--- config.mk ---
export PLATFORM = sky130hd
export DESIGN_NAME = cz_ctx_flags
export DESIGN_NICKNAME = d
export VERILOG_FILES = /design/src/rtl/cz_ctx_pkg.sv /design/src/rtl/cz_flag_pair.sv /design/src/rtl/cz_ctx_track.sv /design/src/rtl/cz_ctx_flags.sv
export SDC_FILE = /design/constraint.sdc
export NUM_CORES = 1
export LEC_CHECK = 0
export BUFFER_PORTS_ARGS = -buffer_cell sky130_fd_sc_hd__buf_4
export CAP_MARGIN = 30
export CELL_PAD_IN_SITES_DETAIL_PLACEMENT = 0
export CELL_PAD_IN_SITES_GLOBAL_PLACEMENT = 1
export CORE_ASPECT_RATIO = 1.25
export CORE_MARGIN = 2
export CORE_UTILIZATION = 40
export DETAILED_ROUTE_END_ITERATION = 6
export GPL_TIMING_DRIVEN = 0
export PLACE_DENSITY = 0.84
export SLEW_MARGIN = 20
export SYNTH_ARGS = -nofsm -noshare
export SYNTH_HDL_FRONTEND = slang
export SYNTH_SLANG_ARGS = --single-unit
--- constraint.sdc ---
create_clock -name clk -period 2.2 [get_ports clk]
set_input_delay 0.11 -clock clk [delete_from_list [all_inputs] [get_ports clk]]
set_output_delay 0.11 -clock clk [all_outputs]
set_load 0.005 [all_outputs]
--- src/rtl/cz_ctx_pkg.sv ---
package cz_ctx_pkg;
    localparam int NUM_CTX = 3;

    typedef enum logic [1:0] {
        CTX_BASE = 2'd0,
        CTX_IRQ  = 2'd1,
        CTX_NMI  = 2'd2
    } ctx_e;
endpackage

--- src/rtl/cz_flag_pair.sv ---
// One carry/zero pair. It is updated only while its context is selected.
module cz_flag_pair (
    input  logic clk,
    input  logic rst_n,
    input  logic sel,
    input  logic c_we,
    input  logic c_in,
    input  logic z_we,
    input  logic z_in,
    output logic c_q,
    output logic z_q
);
    typedef struct packed {
        logic c;
        logic z;
    } pair_t;

    pair_t st_d, st_q;

    always_comb begin
        st_d = st_q;
        if (sel && c_we) st_d.c = c_in;
        if (sel && z_we) st_d.z = z_in;
    end

    always_ff @(posedge clk or negedge rst_n) begin
        if (!rst_n) st_q <= '0;
        else        st_q <= st_d;
    end

    assign c_q = st_q.c;
    assign z_q = st_q.z;
endmodule

--- src/rtl/cz_ctx_track.sv ---
// Tracks the current context and a stack of the contexts that were interrupted.
module cz_ctx_track
    import cz_ctx_pkg::*;
#(
    parameter int HIST_DEPTH = 2
) (
    input  logic clk,
    input  logic rst_n,
    input  logic irq_entry,
    input  logic nmi_entry,
    input  logic reti,
    output ctx_e ctx_q_o
);
    localparam int DW = $clog2(HIST_DEPTH + 1);

    typedef struct packed {
        ctx_e                  ctx;
        ctx_e [HIST_DEPTH-1:0] hist;
        logic [DW-1:0]         depth;
    } trk_t;

    trk_t st_d, st_q;
    logic push, pop;
    ctx_e new_ctx;
    ctx_e prev_ctx;

    // NMI entry > IRQ entry > return
    always_comb begin
        push    = 1'b0;
        pop     = 1'b0;
        new_ctx = st_q.ctx;
        if (nmi_entry && st_q.ctx != CTX_NMI) begin
            push    = 1'b1;
            new_ctx = CTX_NMI;
        end else if (irq_entry && st_q.ctx == CTX_BASE) begin
            push    = 1'b1;
            new_ctx = CTX_IRQ;
        end else if (reti && st_q.ctx != CTX_BASE) begin
            pop = 1'b1;
        end
    end

    always_comb begin
        prev_ctx = CTX_BASE;
        for (int i = 0; i < HIST_DEPTH; i++) begin
            if (st_q.depth == DW'(i + 1)) prev_ctx = st_q.hist[i];
        end
    end

    always_comb begin
        st_d = st_q;
        if (push) begin
            for (int i = 0; i < HIST_DEPTH; i++) begin
                if (st_q.depth == DW'(i)) st_d.hist[i] = st_q.ctx;
            end
            if (st_q.depth != DW'(HIST_DEPTH)) st_d.depth = st_q.depth + 1'b1;
            st_d.ctx = new_ctx;
        end else if (pop) begin
            st_d.ctx = prev_ctx;
            if (st_q.depth != '0) st_d.depth = st_q.depth - 1'b1;
        end
    end

    always_ff @(posedge clk or negedge rst_n) begin
        if (!rst_n) begin
            st_q.ctx   <= CTX_NMI;
            st_q.hist  <= '0;
            st_q.depth <= '0;
        end else begin
            st_q <= st_d;
        end
    end

    assign ctx_q_o = st_q.ctx;
endmodule

--- src/rtl/cz_ctx_flags.sv ---
module cz_ctx_flags
    import cz_ctx_pkg::*;
#(
    parameter int HIST_DEPTH = 2
) (
    input  logic       clk,
    input  logic       rst_n,
    input  logic       irq_entry,
    input  logic       nmi_entry,
    input  logic       reti,
    input  logic       carry_we,
    input  logic       alu_carry,
    input  logic       zero_we,
    input  logic       alu_zero,
    output logic       carry_o,
    output logic       zero_o,
    output logic [1:0] ctx_o
);
    ctx_e               cur_ctx;
    logic [NUM_CTX-1:0] c_vec;
    logic [NUM_CTX-1:0] z_vec;

    cz_ctx_track #(.HIST_DEPTH(HIST_DEPTH)) u_track (
        .clk       (clk),
        .rst_n     (rst_n),
        .irq_entry (irq_entry),
        .nmi_entry (nmi_entry),
        .reti      (reti),
        .ctx_q_o   (cur_ctx)
    );

    for (genvar g = 0; g < NUM_CTX; g++) begin : g_bank
        cz_flag_pair u_pair (
            .clk   (clk),
            .rst_n (rst_n),
            .sel   (cur_ctx == ctx_e'(g)),
            .c_we  (carry_we),
            .c_in  (alu_carry),
            .z_we  (zero_we),
            .z_in  (alu_zero),
            .c_q   (c_vec[g]),
            .z_q   (z_vec[g])
        );
    end

    always_comb begin
        carry_o = 1'b0;
        zero_o  = 1'b0;
        for (int i = 0; i < NUM_CTX; i++) begin
            if (cur_ctx == ctx_e'(i)) begin
                carry_o = c_vec[i];
                zero_o  = z_vec[i];
            end
        end
    end

    assign ctx_o = cur_ctx;
endmodule

==> key figures, run 1 <==
Outcome
  – Status: finished clean

Timing
  – Final setup viols: 0
  – Final critical delay including setup and external delays: 1.616 ns
  – Slew at the pin with the worst max-slew slack: 0.2223 ns
  – Worst rel slew slack: 0.8518
  – Setup Total Neg Slack: 0 ns
  – PnR worst setup slack: 0.5844 ns
  – Post-route clock skew: 0.0005130 ns
  – Timing-limited maximum frequency: 619.0 MHz
  – RSZ-0062 raised after global routing: no
  – Post-route fraction of the period consumed by the critical path: 0.7344
  – Number of hold violations in the final report: 0
  – Max-slew violation count: 0

Worst setup path
  – Worst reg-to-reg setup slack: 0.62 ns
  – Type of origin of the critical path: register
  – Data arrival time of the critical path: 1.51 ns
  – Required arrival time at the worst endpoint: 2.09 ns
  – FF-to-FF Start: u_track.ctx_q_o[1]
  – Cell depth of the worst setup path: 5
  – Slowest-stage cell, CP: sky130_fd_sc_hd__dfstp_2
  – Worst Path Buf+Inv: 2
  – Number of cells traversed by the worst register-to-register path: 5
  – Cells along the critical path: buf_4 > and2b_1 > nand2_1 > o21ai_0 > buf_4
  – Endpoint of the worst register-to-register path: u_track.st_q[2]
  – Maximum net fanout on the critical path: 9
  – Max stage delay on crit path: 0.54 ns
  – Type of the worst setup path: register to output port
  – Origin of the worst setup path: u_track.ctx_q_o[1]
  – Capture point of the critical path: carry_o
  – Cell occurring most often along the worst timing path: sky130_fd_sc_hd__buf_4
  – Delay-heaviest family, CP: flip-flops
  – Crit path capture type: output port

Logic synthesis
  – Synthesized cell area: 774.5 µm²
  – Count of flip-flops with a built-in enable after synthesis: 0
  – Simple-gate portion of the synthesized area: 0.1357
  – Share of synthesized flip-flops with an asynchronous set or reset: 1.000
  – Sequential cell area fraction in the yosys report: 0.4540
  – Synth area leader: sky130_fd_sc_hd__dfrtp_1
  – Flip-flop and latch count after synthesis: 14
  – Leading post-synthesis cells by instance count: sky130_fd_sc_hd__dfrtp_1, sky130_fd_sc_hd__nand2_1, sky130_fd_sc_hd__mux2_2, sky130_fd_sc_hd__buf_4, sky130_fd_sc_hd__inv_1
  – Arithmetic-cell share of the synthesized area counting full adders, half adders and majority gates: 0.04847
  – Combinational family with the most area after synthesis: multiplexers
  – Post-synth top area share: 0.4200
  – Post-synthesis cell count: 74
  – Mux cell area share after synthesis: 0.1712
  – Count of unique library cells instantiated by Yosys: 24
  – Net count of the mapped netlist: 86
  – Dominant synthesized flop cell: sky130_fd_sc_hd__dfrtp_1
  – Synth Area in XOR/XNOR: 0.01131
  – Synth Area per Inst: 10.47 µm²
  – Complex-gate fraction of the synthesized area: 0.1212
  – Count of yosys warnings during synthesis: 0
  – Cell types occupying the most area after synthesis: sky130_fd_sc_hd__dfrtp_1, sky130_fd_sc_hd__mux2_2, sky130_fd_sc_hd__nand2_1

Finish
  – Area of all sequential standard cells: 351.6 µm²
  – Total area of multi-input combinational cells: 377.9 µm²
  – Net count reported at finish: 104
  – FILL cells: 176
  – Layout-stage area growth over the synthesis result: 20.68%
  – Diode count: 0
  – Fraction of final layout cells with drive strength greater than 1: 0.3297

Placement
  – I/O Buffers: 12
  – Dpl ws: 0.6287 ns
  – Placer Congestion: 0.7244
  – Final HPWL DP: 1057 µm

Floorplanning
  – Die area: 2306 µm²
  – Overall die width: 43.36 µm
  – Initial standard-cell utilization of the core: 0.4335
  – Io pins: 13
  – Die height: 53.20 µm
  – Total core area: 1787 µm²
  – Floorplan row count: 17

Clock tree
  – TritonCTS clock tree: done
  – Worst-Skew Late Latency: 0.28 ns
  – Level count of the clock H-tree: 1
  – Maximum root-to-sink buffer count: 2
  – TritonCTS Buffers: 3
  – Number of clock sinks: 14
  – Clock tree root driver cell: sky130_fd_sc_hd__clkbuf_4
  – Number of buffers added for setup after CTS: 0
  – Clock slew seen by the registers of the worst setup and hold paths: 0.08 ns

Power
  – Combinational group share of total power: 0.500
  – Switching power as a share of total power: 0.3422
  – Leakage power total: 0.4522 nW
  – Flop pwr share: 0.358
  – Internal power component: 0.0008578 W
  – Net switching power: 0.0004463 W
  – PD cells: 1395 nW/µm²
  – Clock network fraction of design power: 0.142
  – IR Drop Worst-Case VDD: 0.5567 mV

Routing
  – Wirelength, routed: 1368 µm
  – Highest routing layer actually used: met4
  – Via count: 578
  – Pre-antenna DRT Iters: 4
  – Detail-routed net length per standard cell: 12.44 µm
  – First-iteration detailed-routing DRC count: 3
  – Vias/cell: 5.255
  – DR WL met2: 666 µm
  – Remaining routing DRC violations: 0
  – Routed length on met1: 592 µm
  – Antenna Violating Nets Remaining: 0
  – Routed met3 length: 79 µm

Job
  – MaxCap Viol Count: 0

Min path
  – Classification of the worst-slack hold path: input pin to register

GRT
  – Number of global-route vias before repair: 582
  – Maximum number of pins on one net before global-route repair: 15
  – First-pass GRT wire length: 2463 µm
  – Total global-route track usage: 0.1491
  – Number of antenna violations at the first check in global routing: 0
  – Total global routing overflow: 0
==> metrics by stage <==
step	power (W)	instances	util	hold slack, ns	cell area [µm²]
floorplan	0.0009341	74	-	-0.1856	774.5
global placement	0.001106	105	0.4972	-0.03381	888.4
detailed placement	0.001129	105	0.4972	-0.03249	888.4
CTS	0.001319	110	0.5231	0.05195	934.6
global route	0.001435	110	0.5231	0.05504	934.6
finish	0.001304	110	0.5231	0.06106	934.6
==> flip-flops by register name (all words and copies together) (netlist names) <==
name / count
u_track.st_q: 6
g_bank.u_pair.c_q: 3
g_bank.u_pair.z_q: 3
u_track.ctx_q_o: 2
==> worst min path at each step <==
| stage | startpoint | end | cells past startpoint |
|---|---|---|---|
| floorplan | rst_n | g_bank[0].u_pair.c_q | 0 |
| global placement | rst_n | u_track.st_q[0] | 1 |
| detailed placement | rst_n | u_track.st_q[0] | 1 |
| CTS | alu_zero | g_bank[1].u_pair.z_q | 2 |
| global route | alu_carry | g_bank[1].u_pair.c_q | 2 |
| finish | alu_zero | g_bank[1].u_pair.z_q | 2 |
==> power groups by stage <==
stage | Combinational [W] | Clock, W | Sequential, W
CTS | 0.000661 | 0.000191 | 0.000467
global route | 0.000741 | 0.000207 | 0.000487
global placement | 0.000642 | 0 | 0.000463
floorplan | 0.000483 | 0 | 0.000452
finish | 0.000652 | 0.000186 | 0.000466
detailed placement | 0.000657 | 0 | 0.000472
==> layout make-up <==
cell class,instances,area share
multi-input cells,52,0.4043
flip-flops and latches,14,0.3762
inverters,4,0.01606
repair buffers,13,0.1071
clock buffers,4,0.03882
plain buffers,4,0.03213
well taps,19,0.02544
==> timing repair <==
item                                   CTS  global route
endpoints found under the hold margin   14             0
resized for setup                        0             0
hold buffers                             1             0
==> metal layers <==
metal	up-vias	track usage
met3	4	0.04096
li1	290	-
met4	0	0.1263
met1	267	0.1649
met2	17	0.2338
met5	-	0
==> logic make-up (layout without fill, tap and decap cells) <==
family / after synthesis / after routing
multiplexers: 12 / 12
AND/OR/NAND/NOR: 22 / 22
adder cells (fa/ha/maj): 3 / 3
flip-flops: 14 / 14
AO/OA/AOI/OAI: 14 / 14
XOR/XNOR: 1 / 1
buffers and inverters: 8 / 25
==> layout by cell type (no fill, tap or decap) <==
cell                            count
sky130_fd_sc_hd__o21ai_1            1
sky130_fd_sc_hd__o21ai_0            3
sky130_fd_sc_hd__o211a_1            1
sky130_fd_sc_hd__dfrtp_1           13
sky130_fd_sc_hd__ha_1               3
sky130_fd_sc_hd__inv_1              4
sky130_fd_sc_hd__and2b_4            1
sky130_fd_sc_hd__nor2_1             3
sky130_fd_sc_hd__clkbuf_8           1
sky130_fd_sc_hd__buf_4             16
sky130_fd_sc_hd__a221o_1            1
sky130_fd_sc_hd__clkbuf_4           3
sky130_fd_sc_hd__nor2b_1            3
sky130_fd_sc_hd__and2b_1            1
sky130_fd_sc_hd__a311o_1            1
sky130_fd_sc_hd__o22ai_1            2
sky130_fd_sc_hd__dfstp_2            1
sky130_fd_sc_hd__mux2_2             8
sky130_fd_sc_hd__and3b_1            1
sky130_fd_sc_hd__nand2_1           13
sky130_fd_sc_hd__dlygate4sd3_1      1
sky130_fd_sc_hd__mux2i_1            2
sky130_fd_sc_hd__a21oi_1            3
sky130_fd_sc_hd__xnor2_1            1
sky130_fd_sc_hd__o21a_1             1
sky130_fd_sc_hd__mux2_1             2
sky130_fd_sc_hd__o22a_1             1
Note: power is estimated with default switching activity, not from simulation.
==> inputs of run 2 (changes only) <==
==> constraint.sdc (replaced) <==
create_clock -name clk -period 1.5 [get_ports clk]
set_input_delay 0.075 -clock clk [delete_from_list [all_inputs] [get_ports clk]]
set_output_delay 0.075 -clock clk [all_outputs]
set_load 0.005 [all_outputs]
==> run 2 against run 1 <==
The run now ends with negative setup slack left. Sequential share of layout area fell by 3.8 points. Largest power group unchanged. Sequential cell count did not move. Hold slack got worse by 0.032 ns. Sequential power rose by 50%. Critical path type unchanged. Largest cell class unchanged. Clock power rose by 46%. Clock-buffer cell count did not move.
==> key figures, run 2 (synthesized netlist as in run 1, its figures left out) <==
Clock tree
  – Clock tree root driver cell: sky130_fd_sc_hd__clkbuf_4
  – TritonCTS Buffers: 3 (unchanged)
  – Level count of the clock H-tree: 1 (unchanged)
  – TritonCTS clock tree: done
  – Worst-Skew Late Latency: 0.28 ns (about the same)
  – Number of clock sinks: 14 (unchanged)
  – Clock slew seen by the registers of the worst setup and hold paths: 0.08 ns (about the same)
  – Maximum root-to-sink buffer count: 2 (unchanged)

Floorplanning
  – Floorplan row count: 17 (unchanged)
  – Initial standard-cell utilization of the core: 0.4335 (unchanged)
  – Total core area: 1787 µm² (unchanged)
  – Die height: 53.20 µm (unchanged)
  – Io pins: 13 (unchanged)
  – Die area: 2306 µm² (unchanged)
  – Overall die width: 43.36 µm (unchanged)

Power
  – Internal power component: 0.001441 W (+68%)
  – Switching power as a share of total power: 0.3427 (+0.0004753)
  – Combinational group share of total power: 0.557 (+0.057)
  – Leakage power total: 0.5006 nW (+11%)
  – Flop pwr share: 0.319 (-0.039)
  – Final Power: 0.002191 W (+68%)
  – PD cells: 2110 nW/µm² (+51%)
  – Clock network fraction of design power: 0.124 (-0.018)
  – IR Drop Worst-Case VDD: 0.9055 mV (+63%)
  – Net switching power: 0.0007510 W (+68%)

Routing
  – Wirelength, routed: 1490 µm (+8.9%)
  – Vias/cell: 5.188 (-1.3%)
  – Remaining routing DRC violations: 0 (unchanged)
  – Via count: 607 (+5.0%)
  – First-iteration detailed-routing DRC count: 2 (-1)
  – Antenna Violating Nets Remaining: 0 (unchanged)
  – Detail-routed net length per standard cell: 12.74 µm (+2.4%)
  – Pre-antenna DRT Iters: 2 (-2)

Finish
  – Flip-flop count of the largest register, all copies and words added: 6 (unchanged)
  – Layout-stage area growth over the synthesis result: 34.09%
  – Area of all sequential standard cells: 351.6 µm² (unchanged)
  – Total area of multi-input combinational cells: 425.4 µm² (+13%)
  – Top library cells by usage in the layout, fill and taps aside: sky130_fd_sc_hd__buf_4, sky130_fd_sc_hd__dfrtp_1, sky130_fd_sc_hd__nand2_1, sky130_fd_sc_hd__mux2_2, sky130_fd_sc_hd__nand2_2
  – Cell Count, Final, Fillers Out: 117 (+6.4%)
  – Most frequent standard cell in the layout excluding fill and tap cells: sky130_fd_sc_hd__buf_4
  – Top register by number of flip-flops: u_track.st_q
  – Fraction of final layout cells with drive strength greater than 1: 0.4796 (+0.1499)
  – Diode count: 0 (unchanged)
  – FILL cells: 165 (-6.3%)
  – Net count reported at finish: 111 (+6.7%)

Min path
  – Classification of the worst-slack hold path: input pin to register

Timing
  – Setup Total Neg Slack: -0.04155 ns (-0.04155 ns)
  – Number of hold violations in the final report: 0 (unchanged)
  – Post-route clock skew: 0.0004296 ns (-0.00008338 ns)
  – RSZ-0062 raised after global routing: yes
  – Slew at the pin with the worst max-slew slack: 0.2076 ns (-0.01477 ns)
  – PnR worst setup slack: -0.01554 ns (-0.5999 ns)
  – Max-slew violation count: 0 (unchanged)
  – Final setup viols: 4 (+4)
  – Timing-limited maximum frequency: 659.8 MHz
  – Final critical delay including setup and external delays: 1.516 ns
  – Post-route fraction of the period consumed by the critical path: 1.010
  – Worst rel slew slack: 0.8616 (+0.009846)

Worst setup path
  – Required arrival time at the worst endpoint: 1.42 ns (-0.67 ns)
  – Cells along the critical path: buf_6 > and2b_2 > nand2_1 > o21ai_1 > buf_4
  – Max stage delay on crit path: 0.55 ns (about the same)
  – Data arrival time of the critical path: 1.44 ns (-0.07 ns)
  – Slowest-stage cell, CP: sky130_fd_sc_hd__dfstp_2
  – Type of the worst setup path: register to output port
  – Crit path capture type: output port
  – Type of origin of the critical path: register
  – Maximum net fanout on the critical path: 6 (-3)

GRT
  – Total global routing overflow: 0 (unchanged)
  – Total global-route track usage: 0.1570 (+0.007885)
  – Number of antenna violations at the first check in global routing: 0 (unchanged)
  – Number of global-route vias before repair: 612 (+5.2%)
  – First-pass GRT wire length: 2601 µm (+5.6%)
  – Maximum number of pins on one net before global-route repair: 15 (unchanged)

Placement
  – Final HPWL DP: 1057 µm (unchanged)
  – Placed cell count: 105 (unchanged)
  – Placer Congestion: 0.7244 (unchanged)
  – I/O Buffers: 12 (unchanged)
  – Dpl ws: -0.07134 ns (-0.7000 ns)

Job
  – MaxCap Viol Count: 0 (unchanged)

Outcome
  – Violated checks: negative setup slack
  – Status: complete, but fails checks
run 2: cell types whose count changed in the layout (fill, tap and decap cells not counted), moves of 3 or more:
cell	previous run	this run
sky130_fd_sc_hd__nand2_2	0	4
sky130_fd_sc_hd__o21ai_0	3	0
sky130_fd_sc_hd__nand2_1	13	9
sky130_fd_sc_hd__buf_4	16	22
run 2: layer usage:
metal  GRT usage  part of all wire  up-vias
li1            -                 -      303
met1      0.1756              0.44      290
met2      0.2488              0.50       10
met3     0.04096             0.038        4
met4      0.1263             0.019        0
met5           0                 0        -
run 2: path summary, 6_finish.rpt:
kind,from,endpoint,slack [ns],cells past startpoint
max,u_track.ctx_q_o[1],zero_o,-0.02,5
min reg2reg,g_bank[1].u_pair.z_q,g_bank[1].u_pair.z_q,0.51,1
min,alu_zero,g_bank[1].u_pair.z_q,0.03,2
min in group asynchronous,rst_n,u_track.st_q[0],0.17,2
max in group asynchronous,rst_n,u_track.ctx_q_o[1],1.10,2
max reg2reg,u_track.ctx_q_o[1],g_bank[1].u_pair.c_q,-0.01,5
run 2: stage by stage:
step | instance area (µm²) | utilization | hold WS [ns]
floorplan | 774.5 | - | -0.2206
global placement | 888.4 | 0.4972 | -0.06881
detailed placement | 888.4 | 0.4972 | -0.06749
CTS | 978.4 | 0.5476 | 0.01695
global route | 1039 | 0.5812 | 0.03187
finish | 1039 | 0.5812 | 0.02883
run 2: timing repair:
action | 4_1_cts | 5_1_grt
buffers inserted | 4 | 3
endpoints found under the setup margin | 7 | 9
resized for setup | 7 | 10
hold endpoints to repair | 14 | 0
pin swaps | 4 | 2
hold buffers | 1 | 0
run 2: critical path: cells and delay by family (launching register included):
kind,cells,cell delay (ns)
flip-flops,1,0.55
AND/OR/NAND/NOR,2,0.31
AO/OA/AOI/OAI,1,0.06
buffers and inverters,2,0.25
run 2: power groups by stage:
| stage | registers, W | logic [W] | clock network, W |
|---|---|---|---|
| floorplan | 0.000662 | 0.000708 | 0 |
| global placement | 0.000680 | 0.000942 | 0 |
| CTS | 0.000688 | 0.00110 | 0.000281 |
| finish | 0.000699 | 0.00122 | 0.000271 |
| detailed placement | 0.000693 | 0.000964 | 0 |
| global route | 0.000729 | 0.00136 | 0.000303 |
run 2: layout make-up:
cell class,instances,share of cell area
multi-input cells,52,0.4096
flip-flops and latches,14,0.3386
repair buffers,20,0.1470
clock buffers,4,0.03494
plain buffers,4,0.03253
well taps,19,0.02289
inverters,4,0.01446
